==> config.mk <==
export PLATFORM = sky130hd
export DESIGN_NAME = bit_reg_bank
export DESIGN_NICKNAME = d
export VERILOG_FILES = /design/src/rtl/bitreg_pkg.sv /design/src/rtl/brb_wbank.sv /design/src/rtl/brb_inlatch.sv /design/src/rtl/brb_result.sv /design/src/rtl/brb_rdmux.sv /design/src/rtl/bit_reg_bank.sv
export SDC_FILE = /design/constraint.sdc
export NUM_CORES = 1
export LEC_CHECK = 0
export BUFFER_PORTS_ARGS = -buffer_cell sky130_fd_sc_hd__buf_4
export CAP_MARGIN = 20
export CORE_AREA = 2 2 39 41
export DETAILED_ROUTE_END_ITERATION = 8
export DIE_AREA = 0 0 41 43
export GPL_ROUTABILITY_DRIVEN = 0
export SETUP_SLACK_MARGIN = 0.15
export SLEW_MARGIN = 5
export SYNTH_ARGS = -nofsm -noshare
export SYNTH_HDL_FRONTEND = slang
export SYNTH_HIERARCHICAL = 1
export SYNTH_SLANG_ARGS = --single-unit
==> constraint.sdc <==
create_clock -name clk -period 0.9 [get_ports clk]
set_clock_uncertainty 0.1 [all_clocks]
set_input_delay 0.045 -clock clk [delete_from_list [all_inputs] [get_ports clk]]
set_output_delay 0.045 -clock clk [all_outputs]
set_load 0.01 [all_outputs]
==> src/rtl/bitreg_pkg.sv <==
package bitreg_pkg;
    localparam int CODE_W = 2;

    typedef enum logic [CODE_W-1:0] {
        RSEL_GEN  = 2'b00,
        RSEL_RES  = 2'b01,
        RSEL_IN   = 2'b10,
        RSEL_FLAG = 2'b11
    } rsel_e;

    typedef enum logic [CODE_W-1:0] {
        WSEL_GEN = 2'b00,
        WSEL_OUT = 2'b01,
        WSEL_OPA = 2'b10,
        WSEL_OPB = 2'b11
    } wsel_e;

    typedef struct packed {
        logic gen;
        logic outv;
        logic opa;
        logic opb;
    } wbank_t;

    function automatic logic is_flag_read(input logic en, input logic [CODE_W-1:0] code);
        return en && (rsel_e'(code) == RSEL_FLAG);
    endfunction
endpackage

==> src/rtl/brb_wbank.sv <==
module brb_wbank
    import bitreg_pkg::*;
(
    input  logic              clk,
    input  logic              rst,
    input  logic              wr_en,
    input  logic [CODE_W-1:0] wr_code,
    input  logic              wr_data,
    output wbank_t            bank,
    output logic              disp_stb
);
    wsel_e sel;
    assign sel = wsel_e'(wr_code);

    always_ff @(posedge clk) begin
        if (rst) begin
            bank     <= '0;
            disp_stb <= 1'b0;
        end else begin
            disp_stb <= wr_en && (sel == WSEL_OUT);
            if (wr_en) begin
                case (sel)
                    WSEL_GEN: bank.gen  <= wr_data;
                    WSEL_OUT: bank.outv <= wr_data;
                    WSEL_OPA: bank.opa  <= wr_data;
                    WSEL_OPB: bank.opb  <= wr_data;
                    default:  bank      <= bank;
                endcase
            end
        end
    end

    AST_DISP_VALUE: assert property (@(posedge clk) disable iff (rst)
        disp_stb |-> bank.outv == $past(wr_data));
    AST_GEN_KEEP: assert property (@(posedge clk) disable iff (rst)
        (wr_en && sel != WSEL_GEN) |=> $stable(bank.gen));
    AST_OPA_KEEP: assert property (@(posedge clk) disable iff (rst)
        !(wr_en && sel == WSEL_OPA) |=> $stable(bank.opa));
endmodule

==> src/rtl/brb_inlatch.sv <==
module brb_inlatch (
    input  logic clk,
    input  logic rst,
    input  logic usr_stb,
    input  logic usr_bit,
    input  logic flag_clr,
    output logic in_q,
    output logic flag_q
);
    always_ff @(posedge clk) begin
        if (rst) begin
            in_q   <= 1'b0;
            flag_q <= 1'b0;
        end else begin
            if (usr_stb) begin
                in_q   <= usr_bit;
                flag_q <= 1'b1;
            end else if (flag_clr) begin
                flag_q <= 1'b0;
            end
        end
    end

    AST_FLAG_SET: assert property (@(posedge clk) disable iff (rst)
        usr_stb |=> flag_q);
    AST_IN_LATCH: assert property (@(posedge clk) disable iff (rst)
        usr_stb |=> in_q == $past(usr_bit));
    AST_FLAG_CLEAR: assert property (@(posedge clk) disable iff (rst)
        (flag_clr && !usr_stb) |=> !flag_q);
    AST_FLAG_HOLD: assert property (@(posedge clk) disable iff (rst)
        (!flag_clr && !usr_stb) |=> $stable(flag_q));
endmodule

==> src/rtl/brb_result.sv <==
module brb_result (
    input  logic clk,
    input  logic rst,
    input  logic res_we,
    input  logic res_data,
    output logic r_q
);
    always_ff @(posedge clk) begin
        if (rst)         r_q <= 1'b0;
        else if (res_we) r_q <= res_data;
    end

    AST_RES_HOLD: assert property (@(posedge clk) disable iff (rst)
        !res_we |=> $stable(r_q));
endmodule

==> src/rtl/brb_rdmux.sv <==
module brb_rdmux
    import bitreg_pkg::*;
(
    input  logic [CODE_W-1:0] rd_code,
    input  logic              gen_q,
    input  logic              r_q,
    input  logic              in_q,
    input  logic              flag_q,
    output logic              rd_data
);
    always_comb begin
        case (rsel_e'(rd_code))
            RSEL_GEN:  rd_data = gen_q;
            RSEL_RES:  rd_data = r_q;
            RSEL_IN:   rd_data = in_q;
            RSEL_FLAG: rd_data = flag_q;
            default:   rd_data = 1'b0;
        endcase
    end
endmodule

==> src/rtl/bit_reg_bank.sv <==
module bit_reg_bank
    import bitreg_pkg::*;
(
    input  logic              clk,
    input  logic              rst,
    input  logic              rd_en,
    input  logic [CODE_W-1:0] rd_code,
    output logic              rd_data,
    input  logic              wr_en,
    input  logic [CODE_W-1:0] wr_code,
    input  logic              wr_data,
    input  logic              res_we,
    input  logic              res_data,
    input  logic              usr_stb,
    input  logic              usr_bit,
    output logic              opa_bit,
    output logic              opb_bit,
    output logic              disp_stb,
    output logic              disp_bit
);
    wbank_t bank;
    logic   r_q, in_q, flag_q, flag_clr;

    assign flag_clr = is_flag_read(rd_en, rd_code);

    brb_wbank u_wbank (
        .clk(clk), .rst(rst), .wr_en(wr_en), .wr_code(wr_code),
        .wr_data(wr_data), .bank(bank), .disp_stb(disp_stb)
    );

    brb_inlatch u_inlatch (
        .clk(clk), .rst(rst), .usr_stb(usr_stb), .usr_bit(usr_bit),
        .flag_clr(flag_clr), .in_q(in_q), .flag_q(flag_q)
    );

    brb_result u_result (
        .clk(clk), .rst(rst), .res_we(res_we), .res_data(res_data), .r_q(r_q)
    );

    brb_rdmux u_rdmux (
        .rd_code(rd_code), .gen_q(bank.gen), .r_q(r_q), .in_q(in_q),
        .flag_q(flag_q), .rd_data(rd_data)
    );

    assign opa_bit  = bank.opa;
    assign opb_bit  = bank.opb;
    assign disp_bit = bank.outv;

    AST_STB_PULSE: assert property (@(posedge clk) disable iff (rst)
        (disp_stb && !$past(wr_en && wr_code == WSEL_OUT)) |-> 1'b0);
    AST_STICKY_SET: assert property (@(posedge clk) disable iff (rst)
        (flag_clr && usr_stb) |=> flag_q);
endmodule

---- After elaboration in Yosys (flattened, before gate mapping) ----
Cells that the tools add are included.
W data, S select, Z words.
storage, ports and cells
  register bits ........................... 8
  latch bits .............................. 0
  bits in writable memories ............... 0
  memory bits (read-only) ................. 0
  input port bits ......................... 13
  output and inout port bits .............. 5
  memories kept ........................... 0
operators by class
  add/subtract/negate cells ............... 0
  $mul .................................... 0
  div/mod/pow operators ................... 0
  magnitude comparators ................... 0
  equality and inequality tests ........... 6
  shift-type cells ........................ 0
  multiplexer cells ....................... 3
  bitwise logic cells ..................... 0
  reduce and logical (&&, ||, !) cells .... 9
operators with widths
  cell                  count
  $eq A2 B2 Y1 const B  4
  $reduce_and A2 Y1     4
  $eq A2 B1 Y1 const B  2
  $logic_not A2 Y1      2
  $pmux W1 S4           1
  $logic_and A1 B1 Y1   2
  $mux W1               2
  $reduce_bool A2 Y1    1

---- Longest topological paths before layout ----
  depth after elaboration ................. 4
  gate-level depth with buffers ........... 3

---- By module ----
The synthesis kept the hierarchy.
modules (own cells, without submodules)
  module        instances  cells an instance  area an instance (µm²)  sequential area each (µm²)
  brb_wbank     1          19                 207.7                   100.1
  brb_inlatch   1          7                  68.8                    40.0
  brb_result    1          3                  33.8                    20.0
  brb_rdmux     1          1                  22.5                    0.0
  bit_reg_bank  1          1                  6.3                     0.0

---- Worst setup path before layout ----
OpenSTA, ideal clock, no wires.
  path kind ............................... reg2out
  start point ............................. reg u_inlatch.flag_q
  end point ............................... out rd_data
  arrival time ............................ 0.776 ns
  slack ................................... -0.021 ns
  stages on the path, launching flop included .. 2
  path through ............................ dfxtp_1 > mux4_2
on the way
  word-level cells in the longest chain between the ends .. 1
ends and longest elaborated chain
  element                 line               source
  start, declared         brb_inlatch.sv:8   output logic flag_q
  start signal, assigned  brb_inlatch.sv:13  flag_q <= 1'b0;
  start signal, assigned  brb_inlatch.sv:17  flag_q <= 1'b1;
  start signal, assigned  brb_inlatch.sv:19  flag_q <= 1'b0;
  $pmux W1 S4             brb_rdmux.sv:12    case (rsel_e'(rd_code))
  end, declared           bit_reg_bank.sv:8  output logic rd_data,
Every way passes these cells.

---- Worst setup path in the final report ----
Same ends and word-level chain as after synthesis.

==> results.md <==
* DRC violation total after the first TritonRoute iteration at 3
* Worst Max-Slew Pin Slew at 0.119 ns
* Switch Pwr at 170 µW
* Largest net degree at the start of global routing at 10
* Crit start category: flop
* Hold Path Origin: rst
* Pint at 603 µW
* Initial antenna violation count at 0
* Share of cells above drive strength 1 at 52.9%
* DP Area at 487 µm²
* HP Class: input pin to flop
* DR vias/cell at 4.31
* CP Cell Sequence: mux4_2 > buf_6
* Slack of the critical path at -0.425 ns
* Synth warn at 6
* Area growth from synthesis to layout at 57.6%
* Leak Pwr at 0.000253 µW
* VDD IR max at 651 µV
* Sequential Power Share at 49.2%
* Sequential-to-total area share from yosys stat at 47.2%
* Area of the die at 1760 µm²
* Mean Syn Cell Area at 10.9 µm²
* I/O pin cnt at 18
* Die height at 43 µm
* Cell variety after synth at 11
* Synthesized cell area at 339 µm²
* Slew margin rel. at 91.9%
* Overall power at 773 µW
* DR pass1 iterations at 2
* Status: complete, but fails checks
* Synth async-reset ratio at 0%
* Synth top area share at 47.2%
* Period utilisation layout at 147%
* Clk sinks at 8
* Endpoints failing setup at 1
* CP Capture Type: output pin
* Slowest-stage cell, CP: mux4_2
* Top cells by instance count after synthesis: 8 x dfxtp_1, 6 x mux2i_1, 6 x nand2b_1
* RSZ-0062 raised after global routing: true
* Longest Clk Path Bufs at 2
* Antenna Diode Count at 0
* Worst reg-to-reg setup slack at 0.22 ns
* Nets at 66
* CP max stage delay at 0.48 ns
* Crit Reg-Reg Endpoint: u_wbank/bank[1]$_SDFFE_PP0P_
* # DRC at 0
* Comb power frac at 15.6%
* Routed len/inst at 10.1 µm
* Synth Area in Adders at 0%
* Critical path arrival at 1.18 ns
* Yosys top cell by area: dfxtp_1
* Final design utilization at 38.6%
* Num CTS Buffers at 3
* EDFF count, synth at 0
* Fill count at 144
* Top achievable clock speed at 0.755 GHz
* Compound-Gate Fraction of Synth Area at 1.48%
* Htree depth at 1
* Synth Area in Simple Gates at 25.8%
* Mux contribution to synthesized area at 24.4%
* Port bufs at 17
* Clock transition at the registers of the reported paths at 0.06 ns
* Final wirelength at 676 µm
* Max-cap violations at 0
* R2R depth at 2
* Synth Register Bits at 8
* Hold path cells at 2
* Routed via count at 289
* Sequential cell area at 166 µm²
* Clock power share at 35.2%
* Critical Path Source: u_inlatch/flag_q$_SDFFE_PP0P_
* CP Data Required Time at 0.75 ns
* Row cnt at 14
* Failing checks: negative hold slack, negative setup slack
* First-pass GRT wire length at 1.10 mm
* Slew Limit Fails at 0
* Crit path max fanout at 2
* Hold Path End: u_wbank/disp_stb$_SDFF_PP0_
* Reg-to-reg startpoint: u_wbank/bank[1]$_SDFFE_PP0P_
* XOR/XNOR share of the synthesized area at 0%
* Starting density of the core at 24.5%
* Top FF cell, synth: dfxtp_1
* Post-route ant nets at 0
* Vias in the first global route at 270
* Finished Cell Area at 534 µm²
* Final min period at 1.32 ns
* Synthesized Nets at 44
* Clock latency on the worst-skew pair at 0.25 ns
* Power Density at 1450 nW/µm²
* Post-Syn Instances at 31
* Die width at 41 µm
* Switching share of power at 22.0%
* Synth top area cells: dfxtp_1 47%, mux2i_1 18%, nand2b_1 11%
* Count leader, synth: dfxtp_1
* GR Overflow Total at 0
* Final Hold Viols at 5
* Setup bufs post-CTS at 0
* Footprint of the multi-input gates at 175 µm²
* Area of the core at 1380 µm²
* Largest family of logic cells by synthesized area: simple AND/OR/NAND/NOR gates
* Crit Path Class: flop to output pin
* Hold WS at -0.0876 ns
* Global Route Usage Sum at 9.99%
* CTS root buffer: clkbuf_4
* Clock tree from TritonCTS: built
* Pre-CTS setup slack at -0.172 ns
-- layer usage --
metal / part of all wire [%] / GRT usage (%) / up-vias
met5: 0 / 0 / -
met4: 1.2 / 4.00 / 0
met3: 11 / 7.85 / 2
met2: 48 / 14.4 / 14
met1: 39 / 10.5 / 126
li1: - / - / 147
-- logic make-up (layout without fill, tap and decap cells) --
logic type             after synthesis  after routing
AO/OA/AOI/OAI                        1              1
buffers and inverters                1             21
flip-flops                           8              8
multiplexers                         7              7
AND/OR/NAND/NOR                     14             14
-- cell type report --
type,instances,share of cell area [%]
Sequential cell,8,31.1
Clock buffer,3,4.22
Timing Repair Buffer,17,27.4
Tap cell,16,3.75
Multi-Input combinational cell,22,32.8
Inverter,1,0.703
-- through the flow --
step	instances	setup TNS, ns
after floorplan	31	-0.0207
after global placement	64	-0.145
after detailed placement	64	-0.172
after CTS	67	-0.442
after global routing	67	-0.472
final	67	-0.425
-- worst max-delay path, delay by kind of cell (launching register included) --
kind                   cells  cell delay (ns)
buffers and inverters      1             0.14
flip-flops                 1             0.31
multiplexers               1             0.48
-- cell usage in the layout (no fill, tap or decap) --
cell type | netlist | routed
dfxtp_2 | 0 | 5
nand3_1 | 1 | 1
clkbuf_4 | 0 | 3
buf_4 | 0 | 12
mux2i_1 | 6 | 6
mux4_2 | 1 | 1
nor3b_2 | 1 | 1
nand3b_1 | 2 | 2
nand2b_1 | 6 | 6
nor2_1 | 3 | 3
and3_1 | 1 | 1
dfxtp_1 | 8 | 3
inv_1 | 1 | 1
a21oi_1 | 1 | 1
buf_6 | 0 | 5
-- power by group through the flow --
| stage | combinational, µW | clock (µW) | sequential, µW |
|---|---|---|---|
| 2_1_floorplan | 42.6 | 0 | 387 |
| 3_3_place_gp | 115 | 0 | 385 |
| 3_5_place_dp | 117 | 0 | 386 |
| 4_1_cts | 123 | 286 | 380 |
| 5_1_grt | 133 | 307 | 383 |
| 6_report | 121 | 272 | 380 |
-- worst max-delay path by stage --
stage	cells past startpoint	slack, ns	end
2_1_floorplan	1	-0.02	rd_data
3_3_place_gp	2	-0.14	rd_data
3_5_place_dp	2	-0.17	rd_data
4_1_cts	2	-0.44	rd_data
5_1_grt	2	-0.47	rd_data
6_report	2	-0.42	rd_data
-- registers in the layout (all words and copies together) (netlist names) --
| name | count |
|---|---|
| u_wbank/bank | 4 |
| u_inlatch/flag_q | 1 |
| u_inlatch/in_q | 1 |
| u_result/r_q | 1 |
| u_wbank/disp_stb | 1 |
-- timing repair --
action / in CTS / in global routing
gates resized for setup: 9 / 1
endpoints found under the hold margin: 5 / 5
setup endpoints to repair: 5 / 5
Note: power is estimated with default switching activity, not from simulation.
